==> src/rtl/sbc_pkg.sv <==
package sbc_pkg;
   localparam int unsigned BURST_WORDS = 4;
   localparam int unsigned PAIRS       = BURST_WORDS / 2;
endpackage

==> src/rtl/sbc_wr_seq.sv <==
module sbc_wr_seq
   import sbc_pkg::*;
#(
   parameter int unsigned ADDR_W = 10,
   parameter int unsigned WORD_W = 36,
   parameter int unsigned NBYTES = 4
) (
   input  logic                          clk,
   input  logic                          rst_n,
   input  logic                          req_valid,
   output logic                          req_ready,
   input  logic [ADDR_W-1:0]             req_addr,
   input  logic [BURST_WORDS*WORD_W-1:0] req_data,
   input  logic [BURST_WORDS*NBYTES-1:0] req_mask,
   output logic                          wps_n,
   output logic [ADDR_W-1:0]             addr,
   output logic [WORD_W-1:0]             wd_rise,
   output logic [WORD_W-1:0]             wd_fall,
   output logic [NBYTES-1:0]             bwe_rise_n,
   output logic [NBYTES-1:0]             bwe_fall_n
);
   localparam int unsigned DW = BURST_WORDS * WORD_W;
   localparam int unsigned MW = BURST_WORDS * NBYTES;

   logic [DW-1:0]     data_q;
   logic [MW-1:0]     mask_q;
   logic [ADDR_W-1:0] addr_q;
   logic              wps_n_q;
   logic              second_q;
   logic              fire;
   logic [WORD_W-1:0] word  [BURST_WORDS];
   logic [NBYTES-1:0] wmask [BURST_WORDS];

   generate
      for (genvar i = 0; i < BURST_WORDS; i++) begin : g_unpack
         assign word[i]  = data_q[i*WORD_W +: WORD_W];
         assign wmask[i] = mask_q[i*NBYTES +: NBYTES];
      end
   endgenerate

   assign req_ready = wps_n_q;
   assign fire      = req_valid & req_ready;
   assign wps_n     = wps_n_q;
   assign addr      = addr_q;

   always_ff @(posedge clk or negedge rst_n) begin
      if (!rst_n) begin
         wps_n_q    <= 1'b1;
         second_q   <= 1'b0;
         addr_q     <= '0;
         data_q     <= '0;
         mask_q     <= '0;
         wd_rise    <= '0;
         wd_fall    <= '0;
         bwe_rise_n <= '1;
         bwe_fall_n <= '1;
      end else begin
         wps_n_q  <= ~fire;
         second_q <= ~wps_n_q;
         if (fire) begin
            addr_q <= req_addr;
            data_q <= req_data;
            mask_q <= req_mask;
         end
         if (!wps_n_q) begin
            wd_rise    <= word[0];
            wd_fall    <= word[1];
            bwe_rise_n <= ~wmask[0];
            bwe_fall_n <= ~wmask[1];
         end else if (second_q) begin
            wd_rise    <= word[2];
            wd_fall    <= word[3];
            bwe_rise_n <= ~wmask[2];
            bwe_fall_n <= ~wmask[3];
         end else begin
            bwe_rise_n <= '1;
            bwe_fall_n <= '1;
         end
      end
   end
endmodule

==> src/rtl/sbc_rd_seq.sv <==
module sbc_rd_seq #(
   parameter int unsigned ADDR_W = 10,
   parameter int unsigned WORD_W = 36,
   parameter int unsigned RD_LAT = 2
) (
   input  logic              clk,
   input  logic              rst_n,
   input  logic              req_valid,
   output logic              req_ready,
   input  logic [ADDR_W-1:0] req_addr,
   output logic              rps_n,
   output logic [ADDR_W-1:0] addr,
   input  logic [WORD_W-1:0] rd_rise,
   input  logic [WORD_W-1:0] rd_fall,
   output logic              resp_valid,
   output logic              resp_beat,
   output logic [WORD_W-1:0] resp_rise,
   output logic [WORD_W-1:0] resp_fall
);
   localparam int unsigned PW = RD_LAT + 1;

   logic              rps_n_q;
   logic [ADDR_W-1:0] addr_q;
   logic [PW-1:0]     pend;
   logic              fire;
   logic              take0;
   logic              take1;

   assign req_ready = rps_n_q;
   assign fire      = req_valid & req_ready;
   assign rps_n     = rps_n_q;
   assign addr      = addr_q;
   assign take0     = pend[RD_LAT-1];
   assign take1     = pend[RD_LAT];

   always_ff @(posedge clk or negedge rst_n) begin
      if (!rst_n) begin
         rps_n_q    <= 1'b1;
         addr_q     <= '0;
         pend       <= '0;
         resp_valid <= 1'b0;
         resp_beat  <= 1'b0;
         resp_rise  <= '0;
         resp_fall  <= '0;
      end else begin
         rps_n_q    <= ~fire;
         if (fire) addr_q <= req_addr;
         pend       <= {pend[RD_LAT-1:0], ~rps_n_q};
         resp_valid <= take0 | take1;
         resp_beat  <= take1;
         if (take0 | take1) begin
            resp_rise <= rd_rise;
            resp_fall <= rd_fall;
         end
      end
   end
endmodule

==> src/rtl/sram_burst_ctrl.sv <==
module sram_burst_ctrl
   import sbc_pkg::*;
#(
   parameter int unsigned ADDR_W = 10,
   parameter int unsigned WORD_W = 36,
   parameter int unsigned BYTE_W = 9,
   parameter int unsigned RD_LAT = 2,
   localparam int unsigned NBYTES = WORD_W / BYTE_W
) (
   input  logic                          clk,
   input  logic                          rst_n,
   input  logic                          rd_req_valid,
   output logic                          rd_req_ready,
   input  logic [ADDR_W-1:0]             rd_req_addr,
   output logic                          rd_resp_valid,
   output logic                          rd_resp_beat,
   output logic [WORD_W-1:0]             rd_resp_rise,
   output logic [WORD_W-1:0]             rd_resp_fall,
   input  logic                          wr_req_valid,
   output logic                          wr_req_ready,
   input  logic [ADDR_W-1:0]             wr_req_addr,
   input  logic [BURST_WORDS*WORD_W-1:0] wr_req_data,
   input  logic [BURST_WORDS*NBYTES-1:0] wr_req_mask,
   output logic [ADDR_W-1:0]             mem_addr_rph,
   output logic [ADDR_W-1:0]             mem_addr_wph,
   output logic                          mem_rps_n,
   output logic                          mem_wps_n,
   output logic [WORD_W-1:0]             mem_wd_rise,
   output logic [WORD_W-1:0]             mem_wd_fall,
   output logic [NBYTES-1:0]             mem_bwe_rise_n,
   output logic [NBYTES-1:0]             mem_bwe_fall_n,
   input  logic [WORD_W-1:0]             mem_rd_rise,
   input  logic [WORD_W-1:0]             mem_rd_fall
);
   generate
      if (RD_LAT < 1) begin : g_bad_latency
         $error("RD_LAT must be at least 1");
      end
      if ((WORD_W % BYTE_W) != 0 || NBYTES < 1) begin : g_bad_bytes
         $error("WORD_W must be a whole multiple of BYTE_W");
      end
      if (ADDR_W < 1) begin : g_bad_addr
         $error("ADDR_W must be at least 1");
      end
   endgenerate

   sbc_rd_seq #(
      .ADDR_W (ADDR_W),
      .WORD_W (WORD_W),
      .RD_LAT (RD_LAT)
   ) u_rd (
      .clk        (clk),
      .rst_n      (rst_n),
      .req_valid  (rd_req_valid),
      .req_ready  (rd_req_ready),
      .req_addr   (rd_req_addr),
      .rps_n      (mem_rps_n),
      .addr       (mem_addr_rph),
      .rd_rise    (mem_rd_rise),
      .rd_fall    (mem_rd_fall),
      .resp_valid (rd_resp_valid),
      .resp_beat  (rd_resp_beat),
      .resp_rise  (rd_resp_rise),
      .resp_fall  (rd_resp_fall)
   );

   sbc_wr_seq #(
      .ADDR_W (ADDR_W),
      .WORD_W (WORD_W),
      .NBYTES (NBYTES)
   ) u_wr (
      .clk        (clk),
      .rst_n      (rst_n),
      .req_valid  (wr_req_valid),
      .req_ready  (wr_req_ready),
      .req_addr   (wr_req_addr),
      .req_data   (wr_req_data),
      .req_mask   (wr_req_mask),
      .wps_n      (mem_wps_n),
      .addr       (mem_addr_wph),
      .wd_rise    (mem_wd_rise),
      .wd_fall    (mem_wd_fall),
      .bwe_rise_n (mem_bwe_rise_n),
      .bwe_fall_n (mem_bwe_fall_n)
   );
endmodule

==> config.mk <==
export PLATFORM = sky130hd
export DESIGN_NAME = sram_burst_ctrl
export DESIGN_NICKNAME = d
export VERILOG_FILES = /design/src/rtl/sbc_pkg.sv /design/src/rtl/sbc_wr_seq.sv /design/src/rtl/sbc_rd_seq.sv /design/src/rtl/sram_burst_ctrl.sv
export SDC_FILE = /design/constraint.sdc
export NUM_CORES = 1
export LEC_CHECK = 0
export ABC_CLOCK_PERIOD_IN_PS = 2150
export BUFFER_PORTS_ARGS = -buffer_cell sky130_fd_sc_hd__buf_2
export CAP_MARGIN = 0
export CORE_AREA = 2 2 169 171
export DETAILED_ROUTE_END_ITERATION = 7
export DIE_AREA = 0 0 171 173
export GPL_TIMING_DRIVEN = 0
export PLACE_DENSITY = 0.76
export SYNTH_ARGS = -nofsm -noshare
export SYNTH_HDL_FRONTEND = slang
export SYNTH_SLANG_ARGS = --single-unit
==> constraint.sdc <==
create_clock -name clk -period 2.15 [get_ports clk]
set_input_delay 0.43 -clock clk [delete_from_list [all_inputs] [get_ports clk]]
set_output_delay 0.43 -clock clk [all_outputs]
set_load 0.05 [all_outputs]
==> metrics.cfg <==
[status]
status = complete, but fails checks
violations = hold timing

[setup_path]
cp.required_ns = 1.72
ff2ff_setup_slack_ns = 0.34
cp-start-kind = register
cp-end-kind = output port
path_max_fanout = 5
arrival_ns = 1.47
crit_type = reg -> out

[timing]
relSlewSlack = 0.380
drv_slew = 0
hold-worst-slack_ns = -0.0110
setup_viol = 0
hold_viol = 5
rsz0062_at_grt = no
fmax_mhz = 527
worst_pin_slew_ns = 0.931
min_period_over_period = 0.883
fin_skew_ns = 0.0153
period_minus_slack_ns = 1.90

[pwr]
p_int_mw = 12.8
ir_drop_v = 0.000844
switching_share = 0.324
clockPowerShare = 0.345
p_per_area_mw_per_mm2 = 1100
seq_power_share = 0.417
pwr-share-comb = 0.238
p_sw_mw = 6.15
cellLeakagePower_nw = 8.10

[route]
ant_nets = 0
num_vias = 8815
routed_wl_mm = 33.8
route.detailed.drc = 0
post_drt_wl_per_cell_um = 19.2
first_pass_iters = 4
via_per_inst = 4.99
drt_iter0_drc = 327

[place]
place_hpwl_mm = 24.8
port_buffers = 433
place_congestion = 0.798
placed_cells = 1689

[clock_tree]
root_buffer = clkbuf_16
clockBufferDepth = 3
h-tree-depth = 2
hold_buffers = 0
cts-resized-gates = 0
cts_buffers = 37
clkTransAtPathRegs_ns = 0.06
clk_latency_ns = 0.51
cts_tree = built
post_cts_buffers = 0
clock-sinks = 340

[floorplan]
start_util = 0.477
die_x_um = 171
io_pins = 434
die_y_um = 173
core-area_mm2 = 0.0276
die-area_mm2 = 0.0296
rows = 61

[global_route]
grt_antenna_before_repair = 13
grt_pass1_vias = 9575
gr-total-overflow = 0
grt_pass1_wl_mm = 52.0
track_usage = 0.228
grt_max_degree = 121

[synthesis]
synth-seq-cells = 340
syn_area_mm2 = 0.0132
ys_seq_area_frac = 0.646
synth_cells = 876
avgSynthCellArea_um2 = 15.1
yosysUniqueCellTypes = 19
synthesis.nets = 1132
synth.yosys.warnings = 0

[finish]
nets = 1606
final_common_cell = buf_2
fillers = 2174
layout_common_cells = 450 x buf_2, 330 x dfrtp_1, 157 x mux2_2
drive_gt1_frac = 0.515
areaGrowthSynthToFinish_pct = 30.4
fin_cells = 1766

[run]
cap_violations = 0

[min_path]
hold_class = in -> async

## sequential cells by signal (all words and copies together), names as in the netlist
name,flops
u_rd.resp_fall,36
u_wr.addr,10
u_rd.req_ready,1
u_wr.wd_rise,36
u_wr.second_q,1
u_wr.mask_q,16
u_rd.resp_valid,1
u_wr.req_ready,1
u_wr.bwe_fall_n,4
u_rd.resp_rise,36
u_rd.addr,10
u_wr.bwe_rise_n,4
u_wr.data_q,144
u_rd.resp_beat,1
u_rd.pend,3
u_wr.wd_fall,36
## Yosys cell counts
library cell / number / share of area
a21oi_1: 72 / 0.027
or2_1: 1 / 0.00047
nand2_1: 1 / 0.00028
nand2_2: 1 / 0.00047
dfstp_2: 10 / 0.020
buf_4: 10 / 0.0057
dfrtp_1: 330 / 0.63
buf_6: 17 / 0.015
mux2_2: 157 / 0.13
nor2_1: 72 / 0.020
mux2i_1: 72 / 0.055
clkinv_1: 1 / 0.00028
buf_2: 18 / 0.0068
and2_1: 1 / 0.00047
mux2_1: 95 / 0.081
a22oi_1: 8 / 0.0046
clkbuf_1: 2 / 0.00057
inv_1: 1 / 0.00028
buf_1: 7 / 0.0020
## layer usage
layer / global-route usage / vias to the layer above / share of wire
met5: 0 / - / 0.00065
met4: 0.0968 / 4 / 0.035
met3: 0.0806 / 75 / 0.092
met2: 0.411 / 354 / 0.52
met1: 0.237 / 4353 / 0.36
li1: - / 4029 / -
## power groups by stage
stage / combinational, mW / clock, mW / sequential [mW]
2_1_floorplan: 1.29 / 0 / 9.83
3_3_place_gp: 4.45 / 0 / 7.97
3_5_place_dp: 4.54 / 0 / 8.01
4_1_cts: 4.56 / 6.67 / 7.91
5_1_grt: 4.77 / 6.93 / 8.03
6_report: 4.50 / 6.53 / 7.91
## cells by family after synthesis
kind of cell	after synthesis	share of synthesized area
flip-flops	340	0.646
multiplexers	324	0.270
AO/OA/AOI/OAI	80	0.0319
AND/OR/NAND/NOR	76	0.0222
buffers and inverters	56	0.0302
## per-stage QoR
step	setup TNS, ns	setup WS [ns]	area [µm²]	utilization	power [mW]
2_1_floorplan	0	0.546	13200	-	11.1
3_3_place_gp	-1907.94	-5.72	15800	0.573	12.4
3_5_place_dp	0	0.306	15900	0.575	12.6
4_1_cts	0	0.222	17200	0.621	19.1
5_1_grt	0	0.197	17200	0.622	19.7
6_report	0	0.252	17200	0.622	18.9
## layout make-up
cell class	count	area, µm²	share of cell area
diodes	11	27.5	0.00160
plain buffers	54	390	0.0227
clock buffers	53	1120	0.0650
clock inverters	13	156	0.00909
inverters	2	7.51	0.000437
multi-input cells	480	4270	0.248
flip-flops and latches	340	8520	0.495
well taps	378	473	0.0275
repair buffers	435	2230	0.130
## worst paths after layout
kind	startpoint	end	depth (start not counted)
setup / recovery	u_wr.req_ready	wr_req_ready	2
hold / removal	rst_n	u_wr.data_q[13]	1
setup reg to reg	u_wr.req_ready	u_wr.wd_rise[32]	4
hold reg to reg	u_rd.pend[0]	u_rd.pend[1]	0
max in group asynchronous	rst_n	u_rd.resp_rise[9]	2
min in group clk	wr_req_data[86]	u_wr.data_q[86]	2
## critical path, stage by stage, from the launching register on
cell     delay [ns]
dfstp_2        0.59
buf_4          0.12
buf_2          0.24
(Power assumes the default switching activity.)
